`config.mk`:
```
export PLATFORM = sky130hd
export DESIGN_NAME = cascade_intc
export DESIGN_NICKNAME = d
export VERILOG_FILES = /design/src/rtl/cascade_intc_pkg.sv /design/src/rtl/intc_unit.sv /design/src/rtl/intc_bus_dec.sv /design/src/rtl/intc_ack_sel.sv /design/src/rtl/cascade_intc.sv
export SDC_FILE = /design/constraint.sdc
export NUM_CORES = 1
export LEC_CHECK = 0
export BUFFER_PORTS_ARGS = -buffer_cell sky130_fd_sc_hd__buf_2
export CORE_MARGIN = 10
export CORE_UTILIZATION = 45
export DETAILED_ROUTE_END_ITERATION = 10
export GPL_ROUTABILITY_DRIVEN = 0
export HOLD_SLACK_MARGIN = 0.15
export PLACE_DENSITY = 0.72
export SYNTH_ARGS = -nofsm -noshare
export SYNTH_HDL_FRONTEND = slang
export SYNTH_SLANG_ARGS = --single-unit
```
`constraint.sdc`:
```
create_clock -name clk -period 8.6 [get_ports clk]
set_clock_uncertainty 0.05 [all_clocks]
set_input_delay 0.86 -clock clk [delete_from_list [all_inputs] [get_ports clk]]
set_output_delay 0.86 -clock clk [all_outputs]
set_load 0.02 [all_outputs]
```
`src/rtl/cascade_intc_pkg.sv`:
```
package cascade_intc_pkg;

  localparam int UNIT_LINES = 8;
  localparam int LINE_W     = $clog2(UNIT_LINES);
  localparam logic [3:0] NO_RANK = 4'd8;

  typedef enum logic [1:0] {
    ST_RUN,
    ST_BASE,
    ST_SKIP,
    ST_MODE
  } init_step_e;

  typedef enum logic [1:0] {
    RD_NONE,
    RD_CMD,
    RD_DATA,
    RD_TRIG
  } rd_kind_e;

  // Rank of the best set bit in m when the scan starts just after the
  // rotation point; NO_RANK when m is empty.
  function automatic logic [3:0] rank_of(input logic [7:0] m,
                                         input logic [2:0] rot);
    logic [3:0] r;
    r = NO_RANK;
    for (int k = 7; k >= 0; k--) begin
      if (m[3'(k) + rot]) r = 4'(k);
    end
    return r;
  endfunction

endpackage

```
`src/rtl/intc_unit.sv`:
```
module intc_unit
  import cascade_intc_pkg::*;
(
  input  logic       clk,
  input  logic       rst_n,
  input  logic [7:0] lvl_in,
  input  logic [7:0] pulse_in,
  input  logic [7:0] trig_mode,
  input  logic       cmd_we,
  input  logic       data_we,
  input  logic [7:0] wdata,
  input  logic       ack_take,
  input  logic [2:0] ack_line,
  output logic [7:0] irr_o,
  output logic [7:0] isr_o,
  output logic [7:0] imr_o,
  output logic       sel_isr_o,
  output logic [4:0] base_o,
  output logic       win_o,
  output logic [2:0] win_line_o
);

  logic [7:0] irr_q, isr_q, imr_q, last_q;
  logic [7:0] irr_n, isr_n, imr_n, last_n;
  logic [2:0] prio_q, prio_n;
  logic [4:0] base_q, base_n;
  logic       sel_isr_q, sel_isr_n;
  logic       aeoi_q, aeoi_n;
  logic       rot_aeoi_q, rot_aeoi_n;
  logic       need_mode_q, need_mode_n;
  init_step_e step_q, step_n;

  logic [3:0] req_rank, svc_rank;
  logic [2:0] eoi_line;

  assign req_rank   = rank_of(irr_q & ~imr_q, prio_q);
  assign svc_rank   = rank_of(isr_q, prio_q);
  assign win_o      = (req_rank < svc_rank);
  assign win_line_o = req_rank[2:0] + prio_q;
  assign eoi_line   = svc_rank[2:0] + prio_q;

  always_comb begin
    irr_n       = irr_q;
    isr_n       = isr_q;
    imr_n       = imr_q;
    last_n      = lvl_in;
    prio_n      = prio_q;
    base_n      = base_q;
    sel_isr_n   = sel_isr_q;
    aeoi_n      = aeoi_q;
    rot_aeoi_n  = rot_aeoi_q;
    need_mode_n = need_mode_q;
    step_n      = step_q;

    for (int i = 0; i < UNIT_LINES; i++) begin
      if (trig_mode[i]) irr_n[i] = lvl_in[i];
      else if (lvl_in[i] && !last_q[i]) irr_n[i] = 1'b1;
      if (pulse_in[i]) irr_n[i] = 1'b1;
    end

    if (ack_take) begin
      isr_n[ack_line] = 1'b1;
      if (aeoi_q) begin
        isr_n[ack_line] = 1'b0;
        if (rot_aeoi_q) prio_n = ack_line + 3'd1;
      end
      if (!trig_mode[ack_line]) irr_n[ack_line] = 1'b0;
    end else if (cmd_we) begin
      if (wdata[4]) begin
        irr_n       = '0;
        isr_n       = '0;
        imr_n       = '0;
        last_n      = '0;
        prio_n      = '0;
        base_n      = '0;
        sel_isr_n   = 1'b0;
        aeoi_n      = 1'b0;
        rot_aeoi_n  = 1'b0;
        need_mode_n = wdata[0];
        step_n      = ST_BASE;
      end else if (wdata[3]) begin
        if (wdata[1]) sel_isr_n = wdata[0];
      end else begin
        case (wdata[7:5])
          3'd0, 3'd4: rot_aeoi_n = wdata[7];
          3'd1, 3'd5: begin
            if (svc_rank != NO_RANK) begin
              isr_n[eoi_line] = 1'b0;
              if (wdata[7]) prio_n = eoi_line + 3'd1;
            end
          end
          3'd3: isr_n[wdata[2:0]] = 1'b0;
          3'd6: prio_n = wdata[2:0] + 3'd1;
          3'd7: begin
            isr_n[wdata[2:0]] = 1'b0;
            prio_n = wdata[2:0] + 3'd1;
          end
          default: ;
        endcase
      end
    end else if (data_we) begin
      case (step_q)
        ST_RUN:  imr_n = wdata;
        ST_BASE: begin
          base_n = wdata[7:3];
          step_n = ST_SKIP;
        end
        ST_SKIP: step_n = need_mode_q ? ST_MODE : ST_RUN;
        ST_MODE: begin
          aeoi_n = wdata[1];
          step_n = ST_RUN;
        end
        default: step_n = ST_RUN;
      endcase
    end
  end

  always_ff @(posedge clk) begin
    if (!rst_n) begin
      irr_q       <= '0;
      isr_q       <= '0;
      imr_q       <= '0;
      last_q      <= '0;
      prio_q      <= '0;
      base_q      <= '0;
      sel_isr_q   <= 1'b0;
      aeoi_q      <= 1'b0;
      rot_aeoi_q  <= 1'b0;
      need_mode_q <= 1'b0;
      step_q      <= ST_RUN;
    end else begin
      irr_q       <= irr_n;
      isr_q       <= isr_n;
      imr_q       <= imr_n;
      last_q      <= last_n;
      prio_q      <= prio_n;
      base_q      <= base_n;
      sel_isr_q   <= sel_isr_n;
      aeoi_q      <= aeoi_n;
      rot_aeoi_q  <= rot_aeoi_n;
      need_mode_q <= need_mode_n;
      step_q      <= step_n;
    end
  end

  assign irr_o     = irr_q;
  assign isr_o     = isr_q;
  assign imr_o     = imr_q;
  assign sel_isr_o = sel_isr_q;
  assign base_o    = base_q;

endmodule

```
`src/rtl/intc_bus_dec.sv`:
```
module intc_bus_dec
  import cascade_intc_pkg::*;
#(
  parameter int          ADDR_W       = 16,
  parameter logic [15:0] UNIT_PORT    = 16'h0020,
  parameter int          UNIT_SEL_BIT = 7,
  parameter logic [15:0] TRIG_PORT    = 16'h04D0
) (
  input  logic              bus_valid,
  input  logic              bus_write,
  input  logic [ADDR_W-1:0] bus_addr,
  input  logic [1:0]        bus_size,
  input  logic              ack_valid,
  output logic [1:0]        cmd_we,
  output logic [1:0]        data_we,
  output logic [1:0]        trig_we,
  output logic              rd_en,
  output rd_kind_e          rd_kind,
  output logic              rd_unit
);

  localparam logic [ADDR_W-1:0] UNIT_DONT = ADDR_W'(1) | (ADDR_W'(1) << UNIT_SEL_BIT);
  localparam logic [ADDR_W-1:0] TRIG_DONT = ADDR_W'(1);

  logic acc_ok, hit_unit, hit_trig, unit_sel;

  assign acc_ok   = bus_valid && !ack_valid && (bus_size == 2'd0);
  assign hit_unit = (bus_addr & ~UNIT_DONT) == ADDR_W'(UNIT_PORT);
  assign hit_trig = (bus_addr & ~TRIG_DONT) == ADDR_W'(TRIG_PORT);
  assign unit_sel = hit_unit ? bus_addr[UNIT_SEL_BIT] : bus_addr[0];

  always_comb begin
    cmd_we  = '0;
    data_we = '0;
    trig_we = '0;
    rd_en   = acc_ok && !bus_write;
    rd_kind = RD_NONE;
    rd_unit = unit_sel;
    if (acc_ok) begin
      if (hit_unit) begin
        if (bus_write) begin
          if (bus_addr[0]) data_we[unit_sel] = 1'b1;
          else             cmd_we[unit_sel]  = 1'b1;
        end
        rd_kind = bus_addr[0] ? RD_DATA : RD_CMD;
      end else if (hit_trig) begin
        if (bus_write) trig_we[unit_sel] = 1'b1;
        rd_kind = RD_TRIG;
      end
    end
  end

endmodule

```
`src/rtl/intc_ack_sel.sv`:
```
module intc_ack_sel #(
  parameter int CASCADE_LINE = 2
) (
  input  logic       m_win,
  input  logic [2:0] m_line,
  input  logic [4:0] m_base,
  input  logic       s_win,
  input  logic [2:0] s_line,
  input  logic [4:0] s_base,
  output logic       m_take,
  output logic       s_take,
  output logic [7:0] vec,
  output logic [3:0] gline
);

  localparam logic [2:0] SPUR_LINE = 3'd7;

  always_comb begin
    m_take = 1'b0;
    s_take = 1'b0;
    vec    = {m_base, SPUR_LINE};
    gline  = {1'b0, SPUR_LINE};
    if (m_win) begin
      m_take = 1'b1;
      if (m_line != 3'(CASCADE_LINE)) begin
        vec   = {m_base, m_line};
        gline = {1'b0, m_line};
      end else if (s_win) begin
        s_take = 1'b1;
        vec    = {s_base, s_line};
        gline  = {1'b1, s_line};
      end else begin
        vec   = {s_base, SPUR_LINE};
        gline = {1'b1, SPUR_LINE};
      end
    end
  end

endmodule

```
`src/rtl/cascade_intc.sv`:
```
module cascade_intc
  import cascade_intc_pkg::*;
#(
  parameter int         ADDR_W        = 16,
  parameter int         CASCADE_LINE  = 2,
  parameter logic [7:0] MST_TRIG_MASK = 8'hF8,
  parameter logic [7:0] SLV_TRIG_MASK = 8'hDE
) (
  input  logic              clk,
  input  logic              rst_n,
  input  logic [15:0]       irq_in,
  input  logic              bus_valid,
  input  logic              bus_write,
  input  logic [ADDR_W-1:0] bus_addr,
  input  logic [1:0]        bus_size,
  input  logic [7:0]        bus_wdata,
  output logic              rsp_valid,
  output logic [7:0]        rsp_data,
  input  logic              ack_valid,
  output logic              vec_valid,
  output logic [7:0]        vec_data,
  output logic [3:0]        vec_line,
  output logic              irq_out
);

  localparam int UNITS = 2;

  logic [1:0] cmd_we, data_we, trig_we, take;
  logic       rd_en, rd_unit;
  rd_kind_e   rd_kind;

  logic [7:0] irr_w  [UNITS];
  logic [7:0] isr_w  [UNITS];
  logic [7:0] imr_w  [UNITS];
  logic [7:0] trig_q [UNITS];
  logic       sel_w  [UNITS];
  logic [4:0] base_w [UNITS];
  logic       win_w  [UNITS];
  logic [2:0] line_w [UNITS];

  logic [7:0] ack_vec;
  logic [3:0] ack_gline;
  logic       m_take, s_take;
  logic [7:0] rd_mux;

  intc_bus_dec #(
    .ADDR_W (ADDR_W)
  ) u_dec (
    .bus_valid (bus_valid),
    .bus_write (bus_write),
    .bus_addr  (bus_addr),
    .bus_size  (bus_size),
    .ack_valid (ack_valid),
    .cmd_we    (cmd_we),
    .data_we   (data_we),
    .trig_we   (trig_we),
    .rd_en     (rd_en),
    .rd_kind   (rd_kind),
    .rd_unit   (rd_unit)
  );

  intc_ack_sel #(
    .CASCADE_LINE (CASCADE_LINE)
  ) u_ack (
    .m_win  (win_w[0]),
    .m_line (line_w[0]),
    .m_base (base_w[0]),
    .s_win  (win_w[1]),
    .s_line (line_w[1]),
    .s_base (base_w[1]),
    .m_take (m_take),
    .s_take (s_take),
    .vec    (ack_vec),
    .gline  (ack_gline)
  );

  assign take = {ack_valid && s_take, ack_valid && m_take};

  for (genvar gi = 0; gi < UNITS; gi++) begin : g_unit
    localparam logic [7:0] WMASK = (gi == 0) ? MST_TRIG_MASK : SLV_TRIG_MASK;
    logic [7:0] pulse;

    if (gi == 0) begin : g_mst
      assign pulse = 8'(win_w[1]) << CASCADE_LINE;
    end else begin : g_slv
      assign pulse = '0;
    end

    always_ff @(posedge clk) begin
      if (!rst_n)          trig_q[gi] <= '0;
      else if (trig_we[gi]) trig_q[gi] <= bus_wdata & WMASK;
    end

    intc_unit u_core (
      .clk        (clk),
      .rst_n      (rst_n),
      .lvl_in     (irq_in[gi*8 +: 8]),
      .pulse_in   (pulse),
      .trig_mode  (trig_q[gi]),
      .cmd_we     (cmd_we[gi]),
      .data_we    (data_we[gi]),
      .wdata      (bus_wdata),
      .ack_take   (take[gi]),
      .ack_line   (line_w[gi]),
      .irr_o      (irr_w[gi]),
      .isr_o      (isr_w[gi]),
      .imr_o      (imr_w[gi]),
      .sel_isr_o  (sel_w[gi]),
      .base_o     (base_w[gi]),
      .win_o      (win_w[gi]),
      .win_line_o (line_w[gi])
    );
  end

  always_comb begin
    case (rd_kind)
      RD_CMD:  rd_mux = sel_w[rd_unit] ? isr_w[rd_unit] : irr_w[rd_unit];
      RD_DATA: rd_mux = imr_w[rd_unit];
      RD_TRIG: rd_mux = trig_q[rd_unit];
      default: rd_mux = '0;
    endcase
  end

  always_ff @(posedge clk) begin
    if (!rst_n) begin
      rsp_valid <= 1'b0;
      rsp_data  <= '0;
      vec_valid <= 1'b0;
      vec_data  <= '0;
      vec_line  <= '0;
    end else begin
      rsp_valid <= rd_en;
      rsp_data  <= rd_en ? rd_mux : 8'h00;
      vec_valid <= ack_valid;
      if (ack_valid) begin
        vec_data <= ack_vec;
        vec_line <= ack_gline;
      end
    end
  end

  assign irq_out = win_w[0];

endmodule

```
==> flow_metrics.env <==
export IMPL_wl_per_cell_um=20.89
export IMPL_synth_top_area_cell="dfxtp_1"
export IMPL_outcome="finished, final reports clean"
export IMPL_tns_ns=0
export IMPL_vias_per_cell=6.383
export IMPL_htree_levels=4
export IMPL_yosys_top_cells_count="111 x dfxtp_1, 70 x nor2_1, 68 x a21oi_1"
export IMPL_gr_total_overflow=0
export IMPL_cts_resized=0
export IMPL_cts_buffer_depth=2
export IMPL_fin_crit_sh=0.6677
export IMPL_setup_viol=0
export IMPL_die_h_um=161.3
export IMPL_ioPinCount=70
export IMPL_antenna_found_initial=0
export IMPL_cts_setup_buffers=0
export IMPL_die_w_um=161.3
export IMPL_synth_top_area_share=0.2472
export IMPL_clkLatencyLatePin_ns=0.43
export IMPL_power_uw=1896
export IMPL_comb_power_share=0.226
export IMPL_wl_met1_um=11600
export IMPL_wl_met2_um=12630
export IMPL_sequentialPowerShare=0.332
export IMPL_fmaxAchievable_ghz=0.1741
export IMPL_synth_area_per_cell_um2=8.873
export IMPL_synth_most_common_cell="dfxtp_1"
export IMPL_nNetsFinal=1109
export IMPL_arrival_ns=4.83
export IMPL_leakagePower_uw=0.003792
export IMPL_placementRows=51
export IMPL_cpMostUsedCell="ha_1"
export IMPL_highest_layer="met4"
export IMPL_critPathMaxStageDelay_ns=0.62
export IMPL_wl_um=27490
export IMPL_rsz0062_at_grt="false"
export IMPL_area_growth_pct=12.19
export IMPL_synthTopCellsByArea="dfxtp_1 25%, mux4_2 8.3%, mux2i_1 5.5%"
export IMPL_drt_iter0_drc=1008
export IMPL_hold_viol=0
export IMPL_synth_seq_cells=122
export IMPL_synth_edf_count=11
export IMPL_stdcell_area_um2=10080
export IMPL_die_area_um2=26030
export IMPL_synth_area_um2=8989
export IMPL_synth_seq_area_share=0.2840
export IMPL_grt_max_degree=41
export IMPL_worstSetupPathType="reg -> out"
export IMPL_swShare=0.3026
export IMPL_slew_viol_final=0
export IMPL_tightest_slew_ns=1.240
export IMPL_port_buffers=69
export IMPL_yosys_cell_types_count=94
export IMPL_hold_buffers=0
export IMPL_crit_chain="buf_4 -> inv_1 -> ha_1 -> mux4_2 -> mux2_2 -> a31o_2 -> a22oi_1 -> nor2_1 -> a31oi_1 -> ha_1 -> o21a_1 -> o21ai_0 -> a32o_1 -> buf_2"
export IMPL_grt_pass1_wl_um=43540
export IMPL_synth_flop_cell="dfxtp_1"
export IMPL_fin_crit_ns=5.743
export IMPL_cp_required_ns=7.69
export IMPL_drive_above_1_share=0.1846
export IMPL_switchingPower_uw=573.6
export IMPL_cts_sinks=122
export IMPL_start_util=0.4603
export IMPL_setup_worst_path_start_class="flip-flop"
export IMPL_antenna_cells=0
export IMPL_cts_clk_slew_worst_paths_ns=0.06
export IMPL_drv_cap=0
export IMPL_clock_root_buffer="clkbuf_16"
export IMPL_track_usage=0.2078
export IMPL_core_um2=19530
export IMPL_drtPass1Iterations=5
export IMPL_power_density_nw_per_um2=188.0
export IMPL_relSlewSlack=0.1670
export IMPL_dp_hpwl_um=19970
export IMPL_placed_area_um2=9394
export IMPL_cts_tree="built"
export IMPL_synth_net_count=1084
export IMPL_slowest_stage="ha_1"
export IMPL_route_detailed_drc=0
export IMPL_synth_cells=1013
export IMPL_internal_power_uw=1322
export IMPL_power_share_clock=0.441
export IMPL_vias=8400
export IMPL_yosysWarningCount=0
export IMPL_cts_made_buffers=17
export IMPL_ant_nets=0
export IMPL_async_flop_share=0
export IMPL_crit_path_end_kind="primary output"
export IMPL_min_path_type="reg -> reg"
export IMPL_grt_pass1_vias=8071
export IMPL_route_met3_wl_um=2475
export IMPL_crit_path_max_fanout=28
export IMPL_vdd_ir_drop_max_uv=201.0
-- cell families (layout without fill, tap and decap cells) --
family | Yosys count | after routing | synth area share
adders and majority gates | 24 | 24 | 0.03675
buffers and inverters | 114 | 152 | 0.05470
muxes | 110 | 110 | 0.1776
xor gates and xnor gates | 21 | 21 | 0.02199
and+or+nand+nor | 371 | 371 | 0.2301
DFF | 122 | 122 | 0.2840
AOI/OAI and AO/OA | 251 | 251 | 0.1949
-- path summary, 6_finish.rpt --
check | from | endpoint | slack [ns] | cells past startpoint
max | g_unit[0].u_core.prio_q[1] | irq_out | 2.86 | 14
max reg2reg | g_unit[0].u_core.prio_q[1] | g_unit[1].u_core.irr_o[1] | 3.06 | 15
min reg2reg | g_unit[0].u_core.base_o[0] | g_unit[0].u_core.base_o[0] | 0.41 | 2
min | g_unit[0].u_core.base_o[0] | g_unit[0].u_core.base_o[0] | 0.41 | 2
-- placed cells by master (no fill, tap or decap), types with 36 or more instances in the layout --
cell,netlist,layout
a21oi_1,68,68
and2_1,39,39
buf_2,11,69
dfxtp_1,111,111
inv_1,39,39
mux2i_1,49,49
nand2_1,63,63
nand3_1,37,37
nor2_1,70,70
o21ai_0,36,36
-- stage by stage --
step / setup WS (ns) / utilization / instances / hold WS [ns]
2_1_floorplan: 3.675 / - / 1013 / 0.3816
3_3_place_gp: 3.302 / 0.4811 / 1284 / 0.3919
3_5_place_dp: 3.186 / 0.4811 / 1284 / 0.3999
4_1_cts: 2.875 / 0.5165 / 1316 / 0.4077
5_1_grt: 2.608 / 0.5165 / 1316 / 0.4414
6_report: 2.857 / 0.5165 / 1316 / 0.4075
-- power groups by stage --
stage / logic (µW) / registers [µW] / clock network, µW
final: 429 / 630 / 836
after global routing: 467 / 633 / 863
after CTS: 420 / 629 / 836
after detailed placement: 416 / 641 / 0
after global placement: 410 / 641 / 0
after floorplan: 318 / 630 / 0
-- worst max-delay path, delay by kind of cell (launching register included) --
kind	cells	cell delay, ns
AO/OA/AOI/OAI	6	1.49
AND/OR/NAND/NOR	1	0.06
flip-flops	1	0.31
buffers and inverters	3	0.78
multiplexers	2	0.86
adder cells (fa/ha/maj)	2	0.91
-- cell type report --
| type | instances | area [µm²] |
|---|---|---|
| sequential | 122 | 2552 |
| multi-input combinational | 777 | 5944 |
| timing repair buffer | 76 | 397.9 |
| clock inverter | 14 | 240.2 |
| fill | 1841 | 9442 |
| inverter | 44 | 167.7 |
| tap | 265 | 331.6 |
| clock buffer | 18 | 450.4 |
-- metal layers --
metal	global-route usage	vias to the layer above
met2	0.3201	437
met5	0	-
li1	-	3854
met4	0.08395	0
met3	0.05084	69
met1	0.2735	4040
No activity file was read; power rests on OpenSTA's default activity.
